`src/rtl/i2ct_pkg.sv`:
```
`timescale 1ns/1ps
package i2ct_pkg;

  // Cycles SDA is held after SCL falls before it may change
  localparam int unsigned DATA_HOLD_CYC = 3;

  // Which interval length the counter loads
  typedef enum logic [2:0] {
    LEN_HALF_M1,
    LEN_HOLD,
    LEN_HALF_M3,
    LEN_HALF,
    LEN_FULL,
    LEN_HALF_P2
  } lenSel_e;

  // Control-to-datapath strobes, applied on the next clock edge
  typedef struct packed {
    logic    load;
    lenSel_e len;
    logic    latchBit;
    logic    sclPull;
    logic    sclFree;
    logic    sdaPull;
    logic    sdaFree;
    logic    sdaFromBit;
    logic    fireDone;
  } strobe_t;

  function automatic int unsigned largestOf(input int unsigned a, input int unsigned b,
                                            input int unsigned c, input int unsigned d,
                                            input int unsigned e);
    int unsigned m;
    m = a;
    if (b > m) m = b;
    if (c > m) m = c;
    if (d > m) m = d;
    if (e > m) m = e;
    return m;
  endfunction

endpackage

```
`src/rtl/i2ct_datapath.sv`:
```
`timescale 1ns/1ps
module i2ct_datapath import i2ct_pkg::*; #(
  parameter int unsigned DIV0  = 200,
  parameter int unsigned DIV1  = 224,
  parameter int unsigned DIV2  = 48,
  parameter int unsigned DIV3  = 56,
  parameter int unsigned DIV4  = 80,
  parameter int unsigned CNT_W = 8
) (
  input  logic       clk,
  input  logic       rstN,
  input  logic [2:0] divSel,
  input  logic       wrBit,
  input  logic       latchDiv,
  input  logic       busy,
  input  strobe_t    stb,
  output logic       cntZero,
  output logic       sclLow,
  output logic       sdaLow,
  output logic       done
);

  logic [CNT_W-1:0] divQ, effDiv, half, lenVal, cnt;
  logic             bitQ;

  function automatic logic [CNT_W-1:0] decodeDiv(input logic [2:0] sel);
    case (sel)
      3'd1:    return CNT_W'(DIV1);
      3'd2:    return CNT_W'(DIV2);
      3'd3:    return CNT_W'(DIV3);
      3'd4:    return CNT_W'(DIV4);
      default: return CNT_W'(DIV0);
    endcase
  endfunction

  // While idle the live select is used, so the first load sees it
  assign effDiv = latchDiv ? decodeDiv(divSel) : divQ;
  assign half   = effDiv >> 1;

  always_comb begin
    case (stb.len)
      LEN_HALF_M1: lenVal = half - CNT_W'(1);
      LEN_HOLD:    lenVal = CNT_W'(DATA_HOLD_CYC);
      LEN_HALF_M3: lenVal = half - CNT_W'(DATA_HOLD_CYC);
      LEN_HALF:    lenVal = half;
      LEN_FULL:    lenVal = effDiv;
      LEN_HALF_P2: lenVal = half + CNT_W'(2);
      default:     lenVal = half;
    endcase
  end

  always_ff @(posedge clk or negedge rstN) begin
    if (!rstN) begin
      divQ <= CNT_W'(DIV0);
      bitQ <= 1'b1;
    end else begin
      if (latchDiv)     divQ <= decodeDiv(divSel);
      if (stb.latchBit) bitQ <= wrBit;
    end
  end

  // Interval counter: a load of L makes the phase last L cycles
  always_ff @(posedge clk or negedge rstN) begin
    if (!rstN)            cnt <= '0;
    else if (stb.load)    cnt <= lenVal - CNT_W'(1);
    else if (cnt != '0)   cnt <= cnt - CNT_W'(1);
  end

  assign cntZero = (cnt == '0);

  always_ff @(posedge clk or negedge rstN) begin
    if (!rstN) begin
      sclLow <= 1'b0;
      sdaLow <= 1'b0;
      done   <= 1'b0;
    end else begin
      if (stb.sclPull)         sclLow <= 1'b1;
      else if (stb.sclFree)    sclLow <= 1'b0;
      if (stb.sdaFromBit)      sdaLow <= ~bitQ;
      else if (stb.sdaPull)    sdaLow <= 1'b1;
      else if (stb.sdaFree)    sdaLow <= 1'b0;
      done <= stb.fireDone;
    end
  end

  AST_CNT_BOUND: assert property (@(posedge clk) disable iff (!rstN)
    cnt <= divQ + CNT_W'(1));

  AST_DIV_HELD: assert property (@(posedge clk) disable iff (!rstN)
    (busy && $past(busy)) |-> $stable(divQ));

endmodule

```
`src/rtl/i2ct_ctrl.sv`:
```
`timescale 1ns/1ps
module i2ct_ctrl import i2ct_pkg::*; (
  input  logic    clk,
  input  logic    rstN,
  input  logic    cmdStart,
  input  logic    cmdRestart,
  input  logic    cmdWrite,
  input  logic    cmdStop,
  input  logic    cntZero,
  output strobe_t stb,
  output logic    busy,
  output logic    latchDiv
);

  typedef enum logic [2:0] {
    ST_IDLE, ST_BUSFREE, ST_STARTHOLD, ST_DHOLD, ST_SETUP, ST_SCLHIGH, ST_RSSETUP, ST_STOPSETUP
  } state_e;

  typedef enum logic [1:0] {OP_START, OP_RESTART, OP_WRITE, OP_STOP} op_e;

  state_e state, stateNext;
  op_e    opQ, opNext;
  logic   anyCmd;

  assign anyCmd = cmdStart | cmdRestart | cmdWrite | cmdStop;

  always_comb begin
    stb       = '0;
    stateNext = state;
    opNext    = opQ;
    case (state)
      ST_IDLE: begin
        if (cmdStart) begin
          opNext = OP_START;  stb.load = 1'b1; stb.len = LEN_HALF_M1; stateNext = ST_BUSFREE;
        end else if (anyCmd) begin
          opNext = cmdRestart ? OP_RESTART : (cmdWrite ? OP_WRITE : OP_STOP);
          stb.load = 1'b1; stb.len = LEN_HOLD; stb.latchBit = cmdWrite & ~cmdRestart;
          stateNext = ST_DHOLD;
        end
      end
      ST_BUSFREE: if (cntZero) begin
        stb.sdaPull = 1'b1; stb.load = 1'b1; stb.len = LEN_HALF_M1; stateNext = ST_STARTHOLD;
      end
      ST_STARTHOLD: if (cntZero) begin
        stb.sclPull = 1'b1; stb.fireDone = 1'b1; stateNext = ST_IDLE;
      end
      ST_DHOLD: if (cntZero) begin
        stb.load = 1'b1; stb.len = LEN_HALF_M3; stateNext = ST_SETUP;
        case (opQ)
          OP_WRITE:   stb.sdaFromBit = 1'b1;
          OP_RESTART: stb.sdaFree    = 1'b1;
          default:    stb.sdaPull    = 1'b1;
        endcase
      end
      ST_SETUP: if (cntZero) begin
        stb.sclFree = 1'b1; stb.load = 1'b1;
        case (opQ)
          OP_WRITE:   begin stb.len = LEN_HALF;    stateNext = ST_SCLHIGH;   end
          OP_RESTART: begin stb.len = LEN_FULL;    stateNext = ST_RSSETUP;   end
          default:    begin stb.len = LEN_HALF_P2; stateNext = ST_STOPSETUP; end
        endcase
      end
      ST_SCLHIGH: if (cntZero) begin
        stb.sclPull = 1'b1; stb.fireDone = 1'b1; stateNext = ST_IDLE;
      end
      ST_RSSETUP: if (cntZero) begin
        stb.sdaPull = 1'b1; stb.load = 1'b1; stb.len = LEN_HALF_M1; stateNext = ST_STARTHOLD;
      end
      ST_STOPSETUP: if (cntZero) begin
        stb.sdaFree = 1'b1; stb.fireDone = 1'b1; stateNext = ST_IDLE;
      end
      default: stateNext = ST_IDLE;
    endcase
  end

  always_ff @(posedge clk or negedge rstN) begin
    if (!rstN) begin
      state <= ST_IDLE;
      opQ   <= OP_START;
    end else begin
      state <= stateNext;
      opQ   <= opNext;
    end
  end

  assign busy     = (state != ST_IDLE);
  assign latchDiv = (state == ST_IDLE);

  AST_DONE_PULSE: assert property (@(posedge clk) disable iff (!rstN)
    stb.fireDone |=> !stb.fireDone);

  AST_CMD_LOCKOUT: assert property (@(posedge clk) disable iff (!rstN)
    (busy && anyCmd && !cntZero) |=> (opQ == $past(opQ)));

endmodule

```
`src/rtl/i2c_master_timing.sv`:
```
`timescale 1ns/1ps
module i2c_master_timing import i2ct_pkg::*; #(
  parameter int unsigned DIV0 = 200,
  parameter int unsigned DIV1 = 224,
  parameter int unsigned DIV2 = 48,
  parameter int unsigned DIV3 = 56,
  parameter int unsigned DIV4 = 80
) (
  input  logic       clk,
  input  logic       rstN,
  input  logic [2:0] divSel,
  input  logic       cmdStart,
  input  logic       cmdRestart,
  input  logic       cmdWrite,
  input  logic       cmdStop,
  input  logic       wrBit,
  output logic       sclDriveLow,
  output logic       sdaDriveLow,
  output logic       busy,
  output logic       done
);

  localparam int unsigned MAX_DIV = largestOf(DIV0, DIV1, DIV2, DIV3, DIV4);
  localparam int unsigned CNT_W   = $clog2(MAX_DIV + 3);

  strobe_t stb;
  logic    cntZero, latchDiv, anyCmd;

  assign anyCmd = cmdStart | cmdRestart | cmdWrite | cmdStop;

  i2ct_ctrl u_ctrl (
    .clk        (clk),
    .rstN       (rstN),
    .cmdStart   (cmdStart),
    .cmdRestart (cmdRestart),
    .cmdWrite   (cmdWrite),
    .cmdStop    (cmdStop),
    .cntZero    (cntZero),
    .stb        (stb),
    .busy       (busy),
    .latchDiv   (latchDiv)
  );

  i2ct_datapath #(
    .DIV0(DIV0), .DIV1(DIV1), .DIV2(DIV2), .DIV3(DIV3), .DIV4(DIV4), .CNT_W(CNT_W)
  ) u_dp (
    .clk      (clk),
    .rstN     (rstN),
    .divSel   (divSel),
    .wrBit    (wrBit),
    .latchDiv (latchDiv),
    .busy     (busy),
    .stb      (stb),
    .cntZero  (cntZero),
    .sclLow   (sclDriveLow),
    .sdaLow   (sdaDriveLow),
    .done     (done)
  );

  AST_DONE_IDLE: assert property (@(posedge clk) disable iff (!rstN)
    done |-> !busy);

  AST_IDLE_QUIET: assert property (@(posedge clk) disable iff (!rstN)
    (!busy && !anyCmd) |=> ($stable(sclDriveLow) && $stable(sdaDriveLow) && !busy));

endmodule

```
`config.mk`:
```
export PLATFORM = sky130hd
export DESIGN_NAME = i2c_master_timing
export DESIGN_NICKNAME = d
export VERILOG_FILES = /design/src/rtl/i2ct_pkg.sv /design/src/rtl/i2ct_datapath.sv /design/src/rtl/i2ct_ctrl.sv /design/src/rtl/i2c_master_timing.sv
export SDC_FILE = /design/constraint.sdc
export NUM_CORES = 1
export LEC_CHECK = 0
export BUFFER_PORTS_ARGS = -buffer_cell sky130_fd_sc_hd__buf_4
export CELL_PAD_IN_SITES_DETAIL_PLACEMENT = 0
export CELL_PAD_IN_SITES_GLOBAL_PLACEMENT = 1
export CORE_ASPECT_RATIO = 1.75
export CORE_MARGIN = 4
export CORE_UTILIZATION = 49
export CTS_BUF_LIST = sky130_fd_sc_hd__clkbuf_4 sky130_fd_sc_hd__clkbuf_8 sky130_fd_sc_hd__clkbuf_16
export DETAILED_ROUTE_END_ITERATION = 16
export PLACE_DENSITY = 0.93
export SYNTH_ARGS = -nofsm -noshare
export SYNTH_HDL_FRONTEND = slang
export SYNTH_SLANG_ARGS = --single-unit
```
`constraint.sdc`:
```
create_clock -name clk -period 8.8 [get_ports clk]
set_input_delay 0.88 -clock clk [delete_from_list [all_inputs] [get_ports clk]]
set_output_delay 0.88 -clock clk [all_outputs]
set_load 0.1 [all_outputs]
```
* Word level (Yosys, flattened, before mapping)
Index checks and enable logic that the tools add are counted.
Word-level totals: register bits 25, bits in latches 0, logic and storage cells 98, input port bits 10, bits in read-only memories 0, memories kept 0, bits in writable memories 0, output and inout bits 4
Cells by class: shifts and indexed selects 0, multipliers 0, eq/ne operators 22, reduce and logical (&&, ||, !) cells 15, add/subtract/negate cells 5, divide/modulo/power cells 0, bitwise operators 6, order comparisons 0, muxes and demuxes 42
Operator list (count):
- one-hot mux 8 bit (5 select lines) | 1
- one-hot mux 8 bit (4 select lines) | 1
- 2-to-1 mux 8 bit | 3
- == test 3 bit, second input constant | 7
- 2-to-1 mux 3 bit | 7
- 2-to-1 mux 1 bit | 16
- 2-to-1 mux 4 bit | 4
- one-hot mux 4 bit (4 select lines) | 1
- subtractor 8 x 1 -> 8 bit, second input constant | 2
- == test 3 x 2 -> 1 bit, second input constant | 5
- one-hot mux 3 bit (5 select lines) | 1
- == test 3 x 1 -> 1 bit, second input constant | 3
- adder 7 x 2 -> 8 bit, second input constant | 1
- logical NOT 8 bit | 1
- nonzero test 8 bit | 1
- subtractor 7 x 1 -> 8 bit, second input constant | 1
- subtractor 7 x 2 -> 8 bit, second input constant | 1
- logical NOT 3 bit | 2
- 2-to-1 mux 2 bit | 3
- one-hot mux 3 bit (2 select lines) | 1
- nonzero test 2 bit | 3
- nonzero test 3 bit | 2
- OR reduction 2 bit | 3
- 2-to-1 mux 5 bit | 1
- 13 further kinds | 19

* Depth between registers and ports, before layout
word-level depth 10, mapped depth 17, gate-level depth less buffers 17

* By module
A second synthesis with hierarchy kept.
Second synthesis, totals: cell total of the unflattened synthesis 241, area total of the unflattened synthesis 2063.2 µm²
By module, submodules not included:
- i2ct_datapath | area an instance 1535.2 µm², seq. area each 505.5 µm², cells each 178, times used 1
- i2ct_ctrl | area an instance 528.0 µm², seq. area each 125.1 µm², cells each 63, times used 1

* Worst setup path before layout
No wires, ideal clock.
path type reg2reg, start point reg u_ctrl.state[1], end point reg u_dp.cnt[6], clock period less this slack 4.056 ns, cell stages (with the launch flop) 16, arrival time 3.931 ns, slack 4.744 ns, buffers on the path 2, data required time 8.675 ns, setup time 0.125 ns, cells stage by stage dfrtp_1 buf_2 nor3_2 inv_2 clkbuf_1 nand2_1 inv_1 ha_1 a21oi_1 nor2_1 or3_1 o21ai_0 a21oi_1 o22a_1 nor3_1 mux2_2
On the way: elaborated cells between the ends (all ways) 20, classes of those cells 4 x add/sub; 8 x eq/ne; 4 x mux; 4 x reduce/logical
RTL lines:
- start, declared | line i2ct_ctrl.sv:21 | state_e state, stateNext;
- start signal, assigned | line i2ct_ctrl.sv:81 | state <= stateNext;
- logical NOT 3 bit (*) | line i2ct_ctrl.sv:87 | assign latchDiv = (state == ST_IDLE);
- 2-to-1 mux 8 bit (*)
- net u_dp.effDiv[2] | line i2ct_datapath.sv:23 | logic [CNT_W-1:0] divQ, effDiv, half, lenVal, cnt;
- adder 7 x 2 -> 8 bit (tied with other cells) | line i2ct_datapath.sv:47 | LEN_HALF_P2: lenVal = half + CNT_W'(2);
- one-hot mux 8 bit (5 select lines) (*) | line i2ct_datapath.sv:41 | case (stb.len)
- subtractor 8 x 1 -> 8 bit (*) | line i2ct_datapath.sv:65 | else if (stb.load) cnt <= lenVal - CNT_W'(1);
- 2-to-1 mux 8 bit (*) | line i2ct_datapath.sv:65
- end signal, assigned | line i2ct_datapath.sv:65
- end signal, assigned | line i2ct_datapath.sv:66 | else if (cnt != '0) cnt <= cnt - CNT_W'(1);
- end, declared | line i2ct_datapath.sv:23
The timed path passes the listed nets; every way through them passes the cells marked *. A chain may end at the register's enable or synchronous reset.

* Final worst setup path
start point reg u_ctrl.state[1], end point reg u_dp.cnt[6]
On the way: word-level cells in the longest chain between the ends 7, elaborated cells between the ends (all ways) 20, classes of those cells 4 x add/sub; 8 x eq/ne; 4 x mux; 4 x reduce/logical
Ends and longest elaborated chain:
- parallel branches: the longest is 7 deep, another holds adder 7 x 2 -> 8 bit
Parallel ways; which one is timed is not known.

==> flow_summary.ini <==
[sta]
slew_viol_final = 0
worst-slew-pin-transition_ns = 0.8573
layout_min_cycle_time_ns = 4.246
tns_ns = 0
report.final.setup_viol = 0
timing_hold_violations_final = 0
timing.slew.headroom = 0.4236
fin_hold_ws_ns = 0.4897
finalCritPeriodShare = 0.4825
fin_skew_ns = 0.005673
grt_setup_unrepaired = false
highest_attainable_clock_frequency_mhz = 235.5

[power_and_ir_drop]
ir_worst_vdd_mv = 0.1829
clockPowerShare = 0.099
netSwitchingFraction = 0.5113
switchingPower_uw = 365.7
pwr-share-comb = 0.570
p_seq_frac = 0.331
cellPowerDensity_mw_per_mm2 = 301.5
p_int_uw = 349.6
leakagePower_uw = 0.0009689

[worst_setup_path]
ff2ff_path_depth = 16
start_to_end_type_of_the_worst_setup_path = register to register
endpoint_kind_of_the_worst_setup_timing_path = register
cp.required_ns = 8.97
ff2ff_setup_slack_ns = 4.55
critical_path.startpoint_type = register
r2r_end = u_dp.cnt[6]$_DFFE_PN0P_
maximum_fanout_count_along_the_critical_path = 18
cp.arrival_ns = 4.42
source_of_the_worst_register_to_register_timing_path = u_ctrl.state[1]$_DFFE_PN0P_

[clock_network]
cts.hold.buffers_added = 0
cts_repair_resize_count = 0
cts_post_setup_buffers_inserted = 0
cts.root.buffer_cell = sky130_fd_sc_hd__clkbuf_8
tritoncts = yes
cts_num_sinks = 25
cts-htree-levels = 1
clk_transition_reported_paths_ns = 0.09
cts_buffer_depth = 2
clock_latency_ns = 0.28
cts_made_buffers = 3

[logic_synthesis]
ys_ff_latch = 25
async_reset_ff_frac = 1.000
synth_cell_type_count = 64
syn-cell-area_mm2 = 0.002246
edff_count_synth = 0
ys_seq_area_frac = 0.2808
postSynthNetCount = 299
yosys_warnings = 0
netlist_instances = 281
post_synth.cell_area_avg_um2 = 7.993
ys_dominant_reg_cell = sky130_fd_sc_hd__dfrtp_1

[floorplan]
design.portCount = 14
initial_core_util = 0.5099
die_height_um = 97.56
fp-row-count = 32
die-area_mm2 = 0.005773
die_w_um = 59.18
core_region_area_mm2 = 0.004404

[placed_design]
gp_congestion = 0.9863
placedCellCount = 328
numPortBuffers = 13
detailed_place_hpwl_mm = 4.826

[cells_and_area]
num-nets-final = 300
drive_above_1_share = 0.1352
antenna_cells_inserted = 0
synthToLayoutAreaGrowth_pct = 5.627
fin_cells = 332

[detailed_routing]
drc = 0
wl_per_cell_um = 19.03
postRouteAntennaNets = 0
routed_wl_mm = 6.318
drt-pass1-iter-count = 4
drt-vias-per-instance = 6.765
routed-via-count = 2246
drt-initial-drc-count = 111

[global_routing]
globalRouteTotalUtil = 0.2397
grt_max_degree = 26
grt_pass1_vias = 2299
globalRouteOverflowTotal = 0
grt_first_pass_wirelength_mm = 10.81
initial_antenna_violation_count = 0

[job]
drv_cap = 0

[min_path]
hold_path.class = input pin to asynchronous set/reset pin

[outcome]
outcome = finished, final reports clean
[flip-flops by register name (all words and copies together) (netlist names)]
| name | flops |
|---|---|
| u_dp.sclLow | 1 |
| u_dp.divQ | 8 |
| u_dp.sdaLow | 1 |
| u_dp.bitQ | 1 |
| u_dp.cnt | 8 |
| u_ctrl.opQ | 2 |
| u_ctrl.state | 3 |
| u_dp.done | 1 |
[power by group through the flow]
stage | Combinational, uW | Sequential [uW] | Clock [uW]
final | 408 | 237 | 70.9
after global routing | 455 | 247 | 78.0
after CTS | 401 | 234 | 71.3
after detailed placement | 399 | 237 | 0
after global placement | 397 | 236 | 0
after floorplan | 350 | 194 | 0
[cell type report]
type	count	area, um2
Fill cell	440	2032
Multi-Input combinational cell	223	1470
Tap cell	51	63.81
Clock buffer	3	41.29
Inverter	15	56.30
Clock inverter	1	5.005
Timing Repair Buffer	14	105.1
Sequential cell	25	630.6
[cells by family (layout without fill, tap and decap cells)]
kind of cell	Yosys count	after routing	synth area share
simple gates	113	113	0.2724
mux	8	8	0.03788
compound gates	88	88	0.2730
flops	25	25	0.2808
xor+xnor	6	6	0.02340
buf+inv	33	33	0.06462
fa+ha+maj	8	8	0.04791
[metal layers]
metal / track usage / routed length, um / vias to the layer above / share of wire
met5: 0 / 0 / - / 0
met4: 0.1571 / 463 / 0 / 0.073
met3: 0.02793 / 309 / 39 / 0.049
met2: 0.3995 / 3225 / 89 / 0.51
met1: 0.2749 / 2320 / 1069 / 0.37
li1: - / - / 1049 / -
[placed cells by master (no fill, tap or decap), types with 3 or more instances in the layout]
cell type / instances
sky130_fd_sc_hd__buf_4: 14
sky130_fd_sc_hd__nor3_1: 11
sky130_fd_sc_hd__o21ai_0: 21
sky130_fd_sc_hd__mux2_2: 4
sky130_fd_sc_hd__or3_1: 8
sky130_fd_sc_hd__nor2_1: 25
sky130_fd_sc_hd__nor2b_1: 3
sky130_fd_sc_hd__nor4_1: 6
sky130_fd_sc_hd__dfstp_2: 4
sky130_fd_sc_hd__clkbuf_8: 3
sky130_fd_sc_hd__nand3_1: 9
sky130_fd_sc_hd__a21oi_1: 16
sky130_fd_sc_hd__o31ai_1: 6
sky130_fd_sc_hd__o211a_1: 4
sky130_fd_sc_hd__inv_1: 14
sky130_fd_sc_hd__o211ai_1: 4
sky130_fd_sc_hd__a31oi_1: 3
sky130_fd_sc_hd__xnor2_1: 5
sky130_fd_sc_hd__mux2i_1: 4
sky130_fd_sc_hd__o21a_1: 4
sky130_fd_sc_hd__or4_1: 5
sky130_fd_sc_hd__a211oi_1: 3
sky130_fd_sc_hd__nand2_1: 26
sky130_fd_sc_hd__nor3b_1: 3
sky130_fd_sc_hd__ha_1: 7
sky130_fd_sc_hd__dfrtp_1: 21
[Yosys cell counts, drive strengths merged, types with 2 or more instances]
cell type / n / area (um2)
a21oi: 17 / 88.84
a32oi: 2 / 17.52
mux2i: 4 / 40.04
o211a: 4 / 40.04
a21boi: 2 / 15.01
nor2b: 3 / 18.77
dfrtp: 21 / 525.5
and2: 2 / 12.52
nand2b: 2 / 12.51
buf: 9 / 55.04
a22oi: 2 / 15.01
ha: 7 / 87.58
nor3b: 3 / 22.52
a221oi: 2 / 17.52
and3: 2 / 12.51
clkbuf: 9 / 33.78
dfstp: 4 / 105.1
o41ai: 2 / 17.52
a311o: 2 / 20.02
o21ai: 23 / 122.6
nor4: 7 / 50.05
o31ai: 6 / 45.04
a41oi: 2 / 17.52
a211oi: 3 / 22.52
or3: 8 / 50.05
a31oi: 3 / 18.77
nand2: 26 / 97.59
or4b: 2 / 20.02
mux2: 4 / 45.04
o21a: 4 / 30.03
xnor2: 5 / 43.79
nor3: 14 / 91.34
or4: 6 / 48.80
nor2: 25 / 93.84
nand3: 9 / 45.04
inv: 15 / 56.30
o211ai: 5 / 42.54
[metrics by stage]
step                      setup WS [ns]  area, um2  power [uW]  utilization
after global placement            4.574       2326       632.9       0.5281
after CTS                         4.620       2372       707.1       0.5386
after floorplan                   4.744       2246       543.6            -
final                             4.554       2372       715.3       0.5386
after detailed placement          4.450       2326       635.8       0.5281
after global routing              4.123       2372       780.3       0.5386
[worst max-delay path, cell delays in order, from the launching register on]
cell,delay (ns)
sky130_fd_sc_hd__dfrtp_1,0.58
sky130_fd_sc_hd__nor3_2,0.24
sky130_fd_sc_hd__buf_4,0.24
sky130_fd_sc_hd__inv_2,0.16
sky130_fd_sc_hd__nor3_1,0.45
sky130_fd_sc_hd__nor3_1,0.21
sky130_fd_sc_hd__nand2_1,0.14
sky130_fd_sc_hd__inv_1,0.06
sky130_fd_sc_hd__fa_1,0.41
sky130_fd_sc_hd__nor3b_1,0.17
sky130_fd_sc_hd__xnor2_1,0.15
sky130_fd_sc_hd__nor2_1,0.08
sky130_fd_sc_hd__o32a_1,0.30
sky130_fd_sc_hd__o21ai_2,0.23
sky130_fd_sc_hd__o211ai_2,0.17
sky130_fd_sc_hd__nor3_1,0.21
sky130_fd_sc_hd__mux2_2,0.36
[worst max path at each step]
stage | slack (ns) | end | depth (start not counted) | from
global placement | 4.57 | u_dp.cnt[7]$_DFFE_PN0P_ | 15 | cmdStart
global route | 4.12 | u_dp.cnt[7]$_DFFE_PN0P_ | 16 | u_ctrl.state[1]$_DFFE_PN0P_
CTS | 4.62 | u_dp.cnt[6]$_DFFE_PN0P_ | 16 | u_ctrl.state[1]$_DFFE_PN0P_
detailed placement | 4.45 | u_dp.cnt[6]$_DFFE_PN0P_ | 14 | cmdStart
finish | 4.55 | u_dp.cnt[6]$_DFFE_PN0P_ | 16 | u_ctrl.state[1]$_DFFE_PN0P_
floorplan | 4.74 | u_dp.cnt[6]$_DFFE_PN0P_ | 15 | u_ctrl.state[1]$_DFFE_PN0P_
No activity file was read; power rests on OpenSTA's default activity.
